## src/rtl/mdw_pkg.sv

```systemverilog
package mdw_pkg;
  localparam int unsigned MDW_MBOX  = 32;
  localparam int unsigned MDW_TS_W  = 32;
  localparam int unsigned MDW_LINES = 2;
endpackage

```

## src/rtl/mdw_deadline_ram.sv

```systemverilog
module mdw_deadline_ram #(
  parameter int unsigned DEPTH = 32,
  parameter int unsigned W     = 32,
  localparam int unsigned AW   = $clog2(DEPTH)
) (
  input  logic          clk,
  input  logic          we,
  input  logic [AW-1:0] addr,
  input  logic [W-1:0]  wdata,
  output logic [W-1:0]  rdata
);
  logic [W-1:0] mem [DEPTH];

  // single port: a write cycle performs no read
  always_ff @(posedge clk) begin
    if (we) mem[addr] <= wdata;
    else    rdata     <= mem[addr];
  end
endmodule

```

## src/rtl/mdw_scan_ctrl.sv

```systemverilog
module mdw_scan_ctrl #(
  parameter int unsigned DEPTH = 32,
  parameter int unsigned TS_W  = 32,
  localparam int unsigned AW   = $clog2(DEPTH),
  localparam logic [AW-1:0] LAST = AW'(DEPTH - 1)
) (
  input  logic            clk,
  input  logic            rst_n,
  input  logic            cpu_we,
  output logic [AW-1:0]   scan_ptr,
  output logic            cmp_valid,
  output logic [AW-1:0]   cmp_idx,
  output logic [TS_W-1:0] ts
);
  always_ff @(posedge clk or negedge rst_n) begin
    if (!rst_n) begin
      scan_ptr  <= '0;
      cmp_valid <= 1'b0;
      cmp_idx   <= '0;
      ts        <= '0;
    end else begin
      ts <= ts + 1'b1;
      if (cpu_we) begin
        cmp_valid <= 1'b0;
      end else begin
        cmp_valid <= 1'b1;
        cmp_idx   <= scan_ptr;
        scan_ptr  <= (scan_ptr == LAST) ? '0 : scan_ptr + 1'b1;
      end
    end
  end


  ptr_hold_chk: assert property (@(posedge clk) disable iff (!rst_n)
    cpu_we |=> (scan_ptr == $past(scan_ptr)) && !cmp_valid);

  ptr_step_chk: assert property (@(posedge clk) disable iff (!rst_n)
    !cpu_we |=> scan_ptr == (($past(scan_ptr) == LAST) ? '0 : $past(scan_ptr) + 1'b1));

  ts_step_chk: assert property (@(posedge clk) disable iff (!rst_n)
    $past(rst_n) |-> ts == $past(ts) + 1'b1);
endmodule

```

## src/rtl/mdw_status_bank.sv

```systemverilog
module mdw_status_bank #(
  parameter int unsigned N    = 32,
  parameter int unsigned TS_W = 32,
  localparam int unsigned AW  = $clog2(N)
) (
  input  logic            clk,
  input  logic            rst_n,
  input  logic            cmp_valid,
  input  logic [AW-1:0]   cmp_idx,
  input  logic [TS_W-1:0] deadline,
  input  logic [TS_W-1:0] ts,
  input  logic [N-1:0]    toc_en,
  input  logic [N-1:0]    tx_pend,
  input  logic [N-1:0]    done_evt,
  input  logic            clr_we,
  input  logic [N-1:0]    clr_mask,
  output logic [N-1:0]    status
);
  logic          reached;
  logic [N-1:0]  set_vec;
  logic [N-1:0]  clr_vec;

  assign reached = cmp_valid && (ts >= deadline);
  assign clr_vec = (clr_we ? clr_mask : '0) | done_evt;

  for (genvar n = 0; n < N; n++) begin : g_bit
    assign set_vec[n] = reached && (cmp_idx == AW'(n)) && toc_en[n] && tx_pend[n];
  end

  always_ff @(posedge clk or negedge rst_n) begin
    if (!rst_n) status <= '0;
    else        status <= (status & ~clr_vec) | set_vec;
  end


  rise_needs_cond_chk: assert property (@(posedge clk) disable iff (!rst_n)
    $past(rst_n) |-> ((status & ~$past(status) & ~($past(toc_en) & $past(tx_pend))) == '0));

  done_clears_chk: assert property (@(posedge clk) disable iff (!rst_n)
    (|(done_evt & ~set_vec)) |=> ((status & $past(done_evt & ~set_vec)) == '0));

  cpu_clear_chk: assert property (@(posedge clk) disable iff (!rst_n)
    clr_we |=> ((status & $past(clr_mask & ~set_vec)) == '0));

  set_wins_chk: assert property (@(posedge clk) disable iff (!rst_n)
    (|set_vec) |=> ((status & $past(set_vec)) == $past(set_vec)));
endmodule

```

## src/rtl/mdw_flag_irq.sv

```systemverilog
module mdw_flag_irq #(
  parameter int unsigned N     = 32,
  parameter int unsigned LINES = 2
) (
  input  logic             clk,
  input  logic             rst_n,
  input  logic [N-1:0]     status,
  input  logic [N-1:0]     lvl_sel,
  output logic [LINES-1:0] flag,
  output logic [LINES-1:0] irq
);
  logic [LINES-1:0] flag_d;

  for (genvar k = 0; k < LINES; k++) begin : g_line
    logic [N-1:0] member;
    if (k == 0) begin : g_lo
      assign member = ~lvl_sel;
    end else begin : g_hi
      assign member = lvl_sel;
    end
    assign flag[k] = |(status & member);
    assign irq[k]  = flag[k] & ~flag_d[k];


    irq_single_chk: assert property (@(posedge clk) disable iff (!rst_n)
      irq[k] |=> !irq[k]);
  end

  always_ff @(posedge clk or negedge rst_n) begin
    if (!rst_n) flag_d <= '0;
    else        flag_d <= flag;
  end


  idle_flag_chk: assert property (@(posedge clk) disable iff (!rst_n)
    (status == '0) |-> (flag == '0));
endmodule

```

## src/rtl/mbox_deadline_watch.sv

```systemverilog
module mbox_deadline_watch
  import mdw_pkg::*;
#(
  parameter int unsigned N    = MDW_MBOX,
  parameter int unsigned TS_W = MDW_TS_W,
  localparam int unsigned AW  = $clog2(N),
  localparam int unsigned LN  = MDW_LINES
) (
  input  logic            clk,
  input  logic            rst_n,
  input  logic            dl_wr,
  input  logic [AW-1:0]   dl_addr,
  input  logic [TS_W-1:0] dl_data,
  input  logic [N-1:0]    toc_en,
  input  logic [N-1:0]    tx_pend,
  input  logic [N-1:0]    done_evt,
  input  logic [N-1:0]    lvl_sel,
  input  logic            clr_we,
  input  logic [N-1:0]    clr_mask,
  output logic [TS_W-1:0] ts_value,
  output logic [N-1:0]    to_status,
  output logic [LN-1:0]   to_flag,
  output logic [LN-1:0]   to_irq
);
  logic [AW-1:0]   scan_ptr;
  logic [AW-1:0]   ram_addr;
  logic [TS_W-1:0] ram_rd;
  logic            cmp_valid;
  logic [AW-1:0]   cmp_idx;

  assign ram_addr = dl_wr ? dl_addr : scan_ptr;

  mdw_scan_ctrl #(.DEPTH(N), .TS_W(TS_W)) u_scan (
    .clk(clk), .rst_n(rst_n), .cpu_we(dl_wr),
    .scan_ptr(scan_ptr), .cmp_valid(cmp_valid), .cmp_idx(cmp_idx), .ts(ts_value)
  );

  mdw_deadline_ram #(.DEPTH(N), .W(TS_W)) u_ram (
    .clk(clk), .we(dl_wr), .addr(ram_addr), .wdata(dl_data), .rdata(ram_rd)
  );

  mdw_status_bank #(.N(N), .TS_W(TS_W)) u_stat (
    .clk(clk), .rst_n(rst_n), .cmp_valid(cmp_valid), .cmp_idx(cmp_idx),
    .deadline(ram_rd), .ts(ts_value), .toc_en(toc_en), .tx_pend(tx_pend),
    .done_evt(done_evt), .clr_we(clr_we), .clr_mask(clr_mask), .status(to_status)
  );

  mdw_flag_irq #(.N(N), .LINES(LN)) u_flag (
    .clk(clk), .rst_n(rst_n), .status(to_status), .lvl_sel(lvl_sel),
    .flag(to_flag), .irq(to_irq)
  );
endmodule

```

## config.mk

```make
export PLATFORM = sky130hd
export DESIGN_NAME = mbox_deadline_watch
export DESIGN_NICKNAME = d
export VERILOG_FILES = /design/src/rtl/mdw_pkg.sv /design/src/rtl/mdw_deadline_ram.sv /design/src/rtl/mdw_scan_ctrl.sv /design/src/rtl/mdw_status_bank.sv /design/src/rtl/mdw_flag_irq.sv /design/src/rtl/mbox_deadline_watch.sv
export SDC_FILE = /design/constraint.sdc
export NUM_CORES = 1
export LEC_CHECK = 0
export BUFFER_PORTS_ARGS = -buffer_cell sky130_fd_sc_hd__buf_2
export CAP_MARGIN = 10
export CORE_MARGIN = 1.5
export CORE_UTILIZATION = 55
export CTS_CLUSTER_DIAMETER = 40
export CTS_CLUSTER_SIZE = 20
export DETAILED_ROUTE_END_ITERATION = 12
export HOLD_SLACK_MARGIN = 0.05
export PLACE_DENSITY = 0.73
export REMOVE_ABC_BUFFERS = 1
export SLEW_MARGIN = 30
export SYNTH_ARGS = -nofsm -noshare
export SYNTH_HDL_FRONTEND = slang
export SYNTH_HIERARCHICAL = 1
export SYNTH_SLANG_ARGS = --single-unit
```

## constraint.sdc

```tcl
create_clock -name clk -period 5.85 [get_ports clk]
set_clock_uncertainty 0.1 [all_clocks]
set_input_delay 0.2925 -clock clk [delete_from_list [all_inputs] [get_ports clk]]
set_output_delay 0.2925 -clock clk [all_outputs]
set_load 0.01 [all_outputs]
```

# == Word-level counts from Yosys, hierarchy flattened ==
# Memory sizes are Yosys's and may differ from the RTL's. A register that Yosys moved wholly into a read port is not among the register bits.
# Index checks and enable logic that the tools add are counted.
# op_classes
magnitude_cmp,1
bitwise_logic,11
addsub,2
n_mux,6
reduce_logical,101
eq_ne,32
# op_table
operator,n
$logic_and 1x1->1,97
$and 32x32->32,3
$eq 5x5->1 const B,17
$not 32->32,2
$or 32x32->32,2
$reduce_or 32->1,2
$eq 5x4->1 const B,8
$add 32x1->32 const B,1
$ge 32x32->1,1
$mux 32,1
$eq 5x3->1 const B,4
$eq 5x2->1 const B,2
$mux 5,2
$add 5x1->5 const B,1
$eq 5x1->1 const B,1
$logic_not 5->1,1
$mux 1,3
$and 1x1->1,2
$not 1->1,2
$logic_not 1->1,1
# totals
mem_bits_rw,1024
word_cells,160
reg_bits,77
mem_count,1
input_bits,201
out_inout_bits,68
# memory_table
name,words,word_bits,rd,rd_ports_with_merged_regs,wr,line,text
u_ram.mem,32,32,1,1,1,mdw_deadline_ram.sv:12,logic [W-1:0] mem [DEPTH];

# == Depth between registers and ports, before layout ==
# Gate-level depths: netlist of run 1.
# logic_depth
ltp_word,6
depth_mapped,9
depth_no_buf,8

# == Modules after synthesis ==
# The synthesis of run 1 kept the hierarchy.
# modules_own_cells
module,seq_area_each_um2,cells_per_inst,instances,area_per_inst_um2
mdw_deadline_ram,31710.4,2108,1,40068.4
mdw_status_bank,800.8,302,1,2618.8
mdw_scan_ctrl,1076.0,152,1,1863.0
mdw_flag_irq,50.0,68,1,518.0
mbox_deadline_watch,0.0,5,1,56.3

# == Least setup slack after synthesis of run 1 ==
# Ideal clock, no wire load.
# synth_path
path_type,flip-flop to flip-flop
from,register u_scan.scan_ptr[1]
to,memory u_ram.mem[25][0] (enable)
slack_ps,1463
setup_ps,461
path_buffers,4
t_required_ps,5289
synth_period_minus_slack_ps,4387
arrival_time_ps,3825
path_stages_with_launch,8
cell_sequence,dfrtp_1 -> mux2_2 -> buf_2 -> buf_2 -> buf_4 -> buf_2 -> nand3b_1 -> nor3_1
# synth_via
elab_chain_len,1
# synth_lines
item,line,text
from (decl),mdw_scan_ctrl.sv:10,"output logic [AW-1:0] scan_ptr,"
from (signal assigned),mdw_scan_ctrl.sv:28,scan_ptr <= (scan_ptr == LAST) ? '0 : scan_ptr + 1'b1;
$mux 5,mbox_deadline_watch.sv:31,assign ram_addr = dl_wr ? dl_addr : scan_ptr;
net ram_addr[1],mbox_deadline_watch.sv:26,logic [AW-1:0] ram_addr;
to (decl),mdw_deadline_ram.sv:12,
# The timed path passes the listed nets, and every way through them passes these cells.

# == Worst setup path in the final report of run 1 ==
# layout_path
from,input dl_wr
to,"register u_ram.rdata[16], read port of u_ram.mem (data pin)"
# layout_via
elab_chain_len,1
word_cells_on_any_way,2
classes_between,1 x mux; 1 x reduce/logical
# layout_lines
item,line,text
from (decl),mbox_deadline_watch.sv:11,"input logic dl_wr,"
$mux 5,mbox_deadline_watch.sv:31,
net ram_addr[1],mbox_deadline_watch.sv:26,
to (decl),mdw_deadline_ram.sv:10,output logic [W-1:0] rdata
# The timed path passes the listed nets, and every way through them passes these cells.
# A chain may end at the register's enable or synchronous reset.

==> run_results.csv, run 1 <==
group,metric,value,unit
outcome,run_status,"completed",
placement,pre_cts_ws,1790,ps
pwr,ir_drop,0.276,mV
clock_network,cts_hold_buffers,138,
timing,finalSetupTns,0,ps
clock_network,cts_made_buffers,135,
synth,ys_seq_area_share,74.5,%
timing,max_slew_margin,32.4,%
drt,ant_nets,0,
clock_network,post_cts_buffers,0,
job,maxCapViolCount,0,
layout,finish.utilization,67.9,%
floorplanning,dieWidth,289,um
synth,synth-main-ff-cell,"edfxtp_1",
global_route,grt_pass1_wl,182000,um
floorplanning,start_util,55.8,%
layout,area.sequential,0.0336,mm^2
pwr,clock_power_share,40.5,%
pwr,combPwrFrac,15.1,%
setup_path,startpoint_type,"primary input",
layout,finalNetCount,3367,
floorplanning,fp-row-count,104,
placement,port-buffer-count,268,
timing,worstMarginPinSlew,1010,ps
setup_path,critPathRequiredTime,6200,ps
setup_path,crit_fanout,92,
placement,dp.cells,3915,
floorplanning,coreArea,0.0808,mm^2
layout,areaGrowthSynthToFinish,21.6,%
timing,setup_ws,1610,ps
pwr,p_seq_share,44.3,%
synth,syn_inst,2635,
floorplanning,die_h,289,um
setup_path,cp_data_arrival_time,4600,ps
synth,synth_cell_types,63,
floorplanning,ios,269,
global_route,overflow,0,
hold_path,holdCritPathClass,"in2reg",
timing,rsz0062_at_grt,"no",
global_route,grt_max_degree,154,
clock_network,cts_buffer_depth,3,
clock_network,post_cts_resized,0,
pwr,p_sw_share,27.3,%
synth,syn_area,0.0451,mm^2
drt,drc,0,
drt,via_per_inst,6.42,
synth,synth_edf_count,1056,
setup_path,cp-end-kind,"register",
clock_network,clock_latency,730,ps
placement,gp_congestion,0.920,
timing,period_share,72.5,%
drt,drtPass1Iterations,5,
setup_path,path_class,"in2reg",
drt,wl,126000,um
clock_network,cts_sinks,1133,
pwr,p_leak,20.1,nW
layout,drive_gt1_share,21.2,%
global_route,grt_pass1_vias,26900,
pwr,power_switching,5.81,mW
clock_network,cts_tree,"done",
drt,post_drt_wl_per_cell,29.3,um
clock_network,htree_levels,4,
global_route,antenna_found_initial,11,
clock_network,clk_pin_slew,60,ps
synth,async_flop_share,6.80,%
timing,fin_crit,4240,ps
timing,setup_violations,0,
layout,fillerInstances,5011,
clock_network,cts_root_buf,"clkbuf_16",
layout,layoutNonFillerInstCount,4310,
floorplanning,dieArea,0.0838,mm^2
pwr,p_int,15.5,mW
drt,drt-initial-drc-count,2925,
synth,synth_warnings,6,
timing,drv_slew,0,
pwr,power,21.3,mW
synth,avgSynthCellArea,17.1,um^2
global_route,grt_use_total,30.4,%
synth,ys_seq_elements,1133,
pwr,power_density,388,mW/mm^2
drt,routed-via-count,27700,
placement,dp_hpwl,76600,um
timing,hold_viol_final,0,
layout,multi_input_area,0.0108,mm^2
timing,timing.fmax,236,MHz
registers in the layout, summed over array words and instances (netlist names):
register and flops:
u_flag/flag_d 2, u_scan/scan_ptr 5, u_ram/mem 1024, u_scan/cmp_idx 5, u_scan/ts 32, u_stat/status 32
u_ram/rdata 32, u_scan/cmp_valid 1
Yosys cell counts (6+ instances only):
cell	instances	area share, %
a22oi_1	8	0.13
nand4_1	38	0.53
ha_1	35	0.97
nor2_1	46	0.38
and3_1	6	0.083
inv_1	44	0.37
nor3_1	8	0.089
dfrtp_1	77	4.3
o22ai_1	255	3.5
nand4bb_1	6	0.15
nand2b_1	27	0.37
a21oi_1	13	0.14
nor4_1	66	0.92
nand3b_1	36	0.60
edfxtp_1	1056	70
clkbuf_1	27	0.22
mux2_2	12	0.30
xnor2_1	22	0.43
buf_2	77	0.85
nand3_1	30	0.33
nand2_1	90	0.75
o21ai_2	21	0.41
buf_6	22	0.55
o2111ai_1	8	0.16
xor2_1	8	0.16
mux2i_1	512	11
o21ai_0	8	0.089
critical path: stages:
cell and delay (ps):
dlygate4sd3_1 690, buf_2 500, mux2_8 640, buf_12 440, buf_16 500, mux2i_1 270
o22ai_1 100, nor4_1 830, nand2_1 100
cells by family (layout without fill, tap and decap cells):
family                     Yosys count  count (layout)  share of synthesized area [%]
AOI/OAI and AO/OA                  343             343                           5.11
xor gates and xnor gates            30              30                          0.582
adders and majority gates           35              35                          0.970
buffers and inverters              177             786                           2.09
DFF                               1133            1133                           74.5
muxes                              524             524                           11.7
other                                0               6                              0
and+or+nand+nor                    393             393                           5.05
placed cells by master (no fill, tap or decap), types with 38 or more instances in the layout:
cell              n
edfxtp_1       1056
mux2i_1         512
buf_2           267
o22ai_1         255
dlygate4sd3_1   138
clkbuf_16       137
nand2_1          90
dfrtp_1          77
nor4_1           64
inv_1            43
buf_4            41
nand4_1          38
through the flow:
stage	cell area, um^2	hold slack [ps]
after floorplan	44300	-103
after global placement	47600	63.4
after detailed placement	48700	63.5
after CTS	54800	52.7
after global routing	54900	89.5
final	54900	80.7
final timing paths:
kind	from	depth (start not counted)	endpoint	slack, ps
worst max-delay path	dl_wr	9	u_ram/rdata[16]	1610
min in group asynchronous	rst_n	3	u_stat/status[1]	230
worst min register to register	u_scan/ts[31]	1	u_scan/ts[31]	410
worst min-delay path	dl_data[11]	1	u_ram/mem[17][11]	80
max in group asynchronous	rst_n	3	u_scan/ts[19]	4590
worst max register to register	u_scan/scan_ptr[1]	7	u_ram/rdata[16]	1970
final cells by class:
type                       count  area share [%]
tap                         1060            2.42
clock inverter               106            2.32
sequential                  1133            61.3
inverter                      44           0.301
multi-input combinational   1325            19.7
clock buffer                 144            6.29
timing repair buffer         492            7.60
antenna                        6          0.0274
routing by layer:
layer	wire length, um	track usage (%)
met5	62	0
met4	5320	13.2
met3	14600	7.38
met2	58400	47.4
met1	47900	40.9
power groups by stage:
stage | Clock [mW] | Sequential, mW | Combinational [mW]
after floorplan | 0 | 9.48 | 2.83
after global placement | 0 | 9.60 | 2.95
after detailed placement | 0 | 9.60 | 3.09
after CTS | 8.72 | 9.43 | 3.16
after global routing | 9.07 | 9.46 | 3.37
final | 8.63 | 9.44 | 3.23
Power figures use the tool's default switching activity.
==> run 2, diff against run 1 <==
==> constraint.sdc (replaced) <==
create_clock -name clk -period 3.91 [get_ports clk]
set_clock_uncertainty 0.1 [all_clocks]
set_input_delay 0.1955 -clock clk [delete_from_list [all_inputs] [get_ports clk]]
set_output_delay 0.1955 -clock clk [all_outputs]
set_load 0.01 [all_outputs]
==> run 2 against run 1 <==
Compared with the run above:
- clock-buffer cell count decreased by 1
- final cell count decreased by 0.26%
- via count is 0.59% lower
- wire length is 0.33% higher
- global-route usage shrank 0.19 points
- critical path type is now reg2out
- largest power group unchanged
==> run_results.csv, run 2 (same netlist as run 1, synthesis figures left out) <==
group,metric,value,unit
outcome,run_status,"completed",
setup_path,path_class,"reg2out",
clock_network,cts_sinks,1133,
clock_network,cts_root_buf,"clkbuf_16",
timing,timing.fmax,259,MHz
timing,fin_crit,3860,ps
drt,drt-initial-drc-count,3050,
layout,largest_register_ffs,1024,
placement,port-buffer-count,268,
layout,final_cell_mix,"1056 x edfxtp_1, 512 x mux2i_1, 267 x buf_2, 255 x o22ai_1, 140 x dlygate4sd3_1",
setup_path,worstSetupStartpoint,"u_stat/status[14]",
floorplanning,fp-row-count,104,
clock_network,cts_made_buffers,131,
layout,final_common_cell,"edfxtp_1",
pwr,power_density,571,mW/mm^2
floorplanning,dieWidth,289,um
floorplanning,coreArea,0.0808,mm^2
global_route,antenna_found_initial,9,
floorplanning,ios,269,
layout,finalNetCount,3362,
clock_network,cts_buffer_depth,3,
pwr,p_leak,19.7,nW
drt,drtPass1Iterations,8,
setup_path,cpLargestDelayFamily,"buffers and inverters",
placement,dp_hpwl,71800,um
drt,via_per_inst,6.40,
clock_network,clk_pin_slew,60,ps
setup_path,cp_common_cell,"dlygate4sd3_1",
drt,post_drt_wl_per_cell,29.5,um
timing,rsz0062_at_grt,"no",
global_route,grt_pass1_wl,180000,um
setup_path,critPathRequiredTime,3610,ps
setup_path,cp_cell_sequence,"a22oi_1, dlygate4sd3_1, nand4_1, dlygate4sd3_1, nor2_1, dlygate4sd3_1, nand2_1, buf_2",
setup_path,startpoint_type,"register",
setup_path,cp_slowest_cell,"dlygate4sd3_1",
floorplanning,die_h,289,um
drt,ant_nets,0,
drt,drc,0,
setup_path,r2r_slack,150,ps
pwr,ir_drop,0.508,mV
clock_network,htree_levels,4,
layout,layoutNonFillerInstCount,4299,
setup_path,crit_path_max_incr_delay,580,ps
layout,drive_gt1_share,20.7,%
drt,routed-via-count,27500,
setup_path,cp-end-kind,"primary output",
clock_network,cts_tree,"done",
setup_path,crit_fanout,4,
clock_network,clock_latency,720,ps
global_route,grt_max_degree,138,
layout,regMostFlops,"u_ram/mem",
timing,max_slew_margin,34.1,%
floorplanning,dieArea,0.0838,mm^2
setup_path,crit_buf_inv,4,
pwr,power,30.9,mW
hold_path,worstHoldStart,"toc_en[31]",
setup_path,r2r-start,"u_scan/ts[0]",
clock_network,post_cts_buffers,0,
layout,areaGrowthSynthToFinish,19.9,%
placement,gp_congestion,0.906,
setup_path,cp_data_arrival_time,3560,ps
job,maxCapViolCount,0,
timing,worstMarginPinSlew,986,ps
placement,dp.cells,3911,
global_route,grt_use_total,30.2,%
timing,drv_slew,0,
timing,hold_viol_final,0,
drt,wl,127000,um
global_route,grt_pass1_vias,27300,
hold_path,holdCritPathClass,"in2reg",
timing,holdWs,201,ps
global_route,overflow,0,
floorplanning,start_util,55.8,%
timing,period_share,98.6,%
timing,setup_violations,0,
## run 2: worst paths after layout
| path | depth (start not counted) | end |
|---|---|---|
| worst max-delay path | 8 | to_flag[1] |
| worst min-delay path | 4 | u_stat/status[31] |
| worst max register to register | 10 | u_stat/status[26] |
| worst min register to register | 1 | u_scan/ts[31] |
| max in group asynchronous | 4 | u_stat/status[4] |
| min in group asynchronous | 3 | u_scan/ts[3] |
## run 2: through the flow
stage / TNS (ps) / util (%) / setup slack [ps] / cell area, um^2
after global placement: 0 / 59.6 / 556 / 48200
after CTS: 0 / 66.9 / 159 / 54100
after detailed placement: 0 / 59.6 / 517 / 48200
final: 0 / 67.0 / 53.3 / 54100
after floorplan: -8794990 / - / -10550 / 44300
after global routing: 0 / 67.0 / 1.21 / 54100
## run 2: routing by layer
metal,GRT usage (%),routed length [um],up-vias
met5,0,43,-
met4,15.4,6650,8
li1,-,-,11600
met2,48.6,59600,1786
met3,7.03,14000,374
met1,38.6,46400,13800
## run 2: final cells by class
| class | count | area [um^2] |
|---|---|---|
| Antenna cell | 5 | 12.5 |
| Clock buffer | 143 | 3430 |
| Clock inverter | 98 | 1030 |
| Fill cell | 5226 | 26700 |
| Inverter | 44 | 165 |
| Multi-Input combinational cell | 1325 | 10800 |
| Sequential cell | 1133 | 33600 |
| Tap cell | 1060 | 1330 |
| Timing Repair Buffer | 491 | 3700 |
## run 2: repair_timing
item                                     CTS  global route
endpoints found under the setup margin     0             0
hold endpoints to repair                1121             0
gates resized for setup                    0             0
hold buffers                             141             0
## run 2: worst reg2reg max path, cell delays in order, from the launching register on
cell           delay [ps]
dfrtp_1               450
inv_1                  70
ha_1                  300
nand2b_4              150
a2111oi_2             380
o41ai_1               100
or4_4                 530
a311oi_4              300
buf_4                 470
o31ai_1               190
dlygate4sd3_1         600
## run 2: where the power goes
group	switching, mW	internal [mW]
Combinational	2.87	1.72
Sequential	0.231	13.8
Clock	5.09	7.18
Total	8.19	22.7
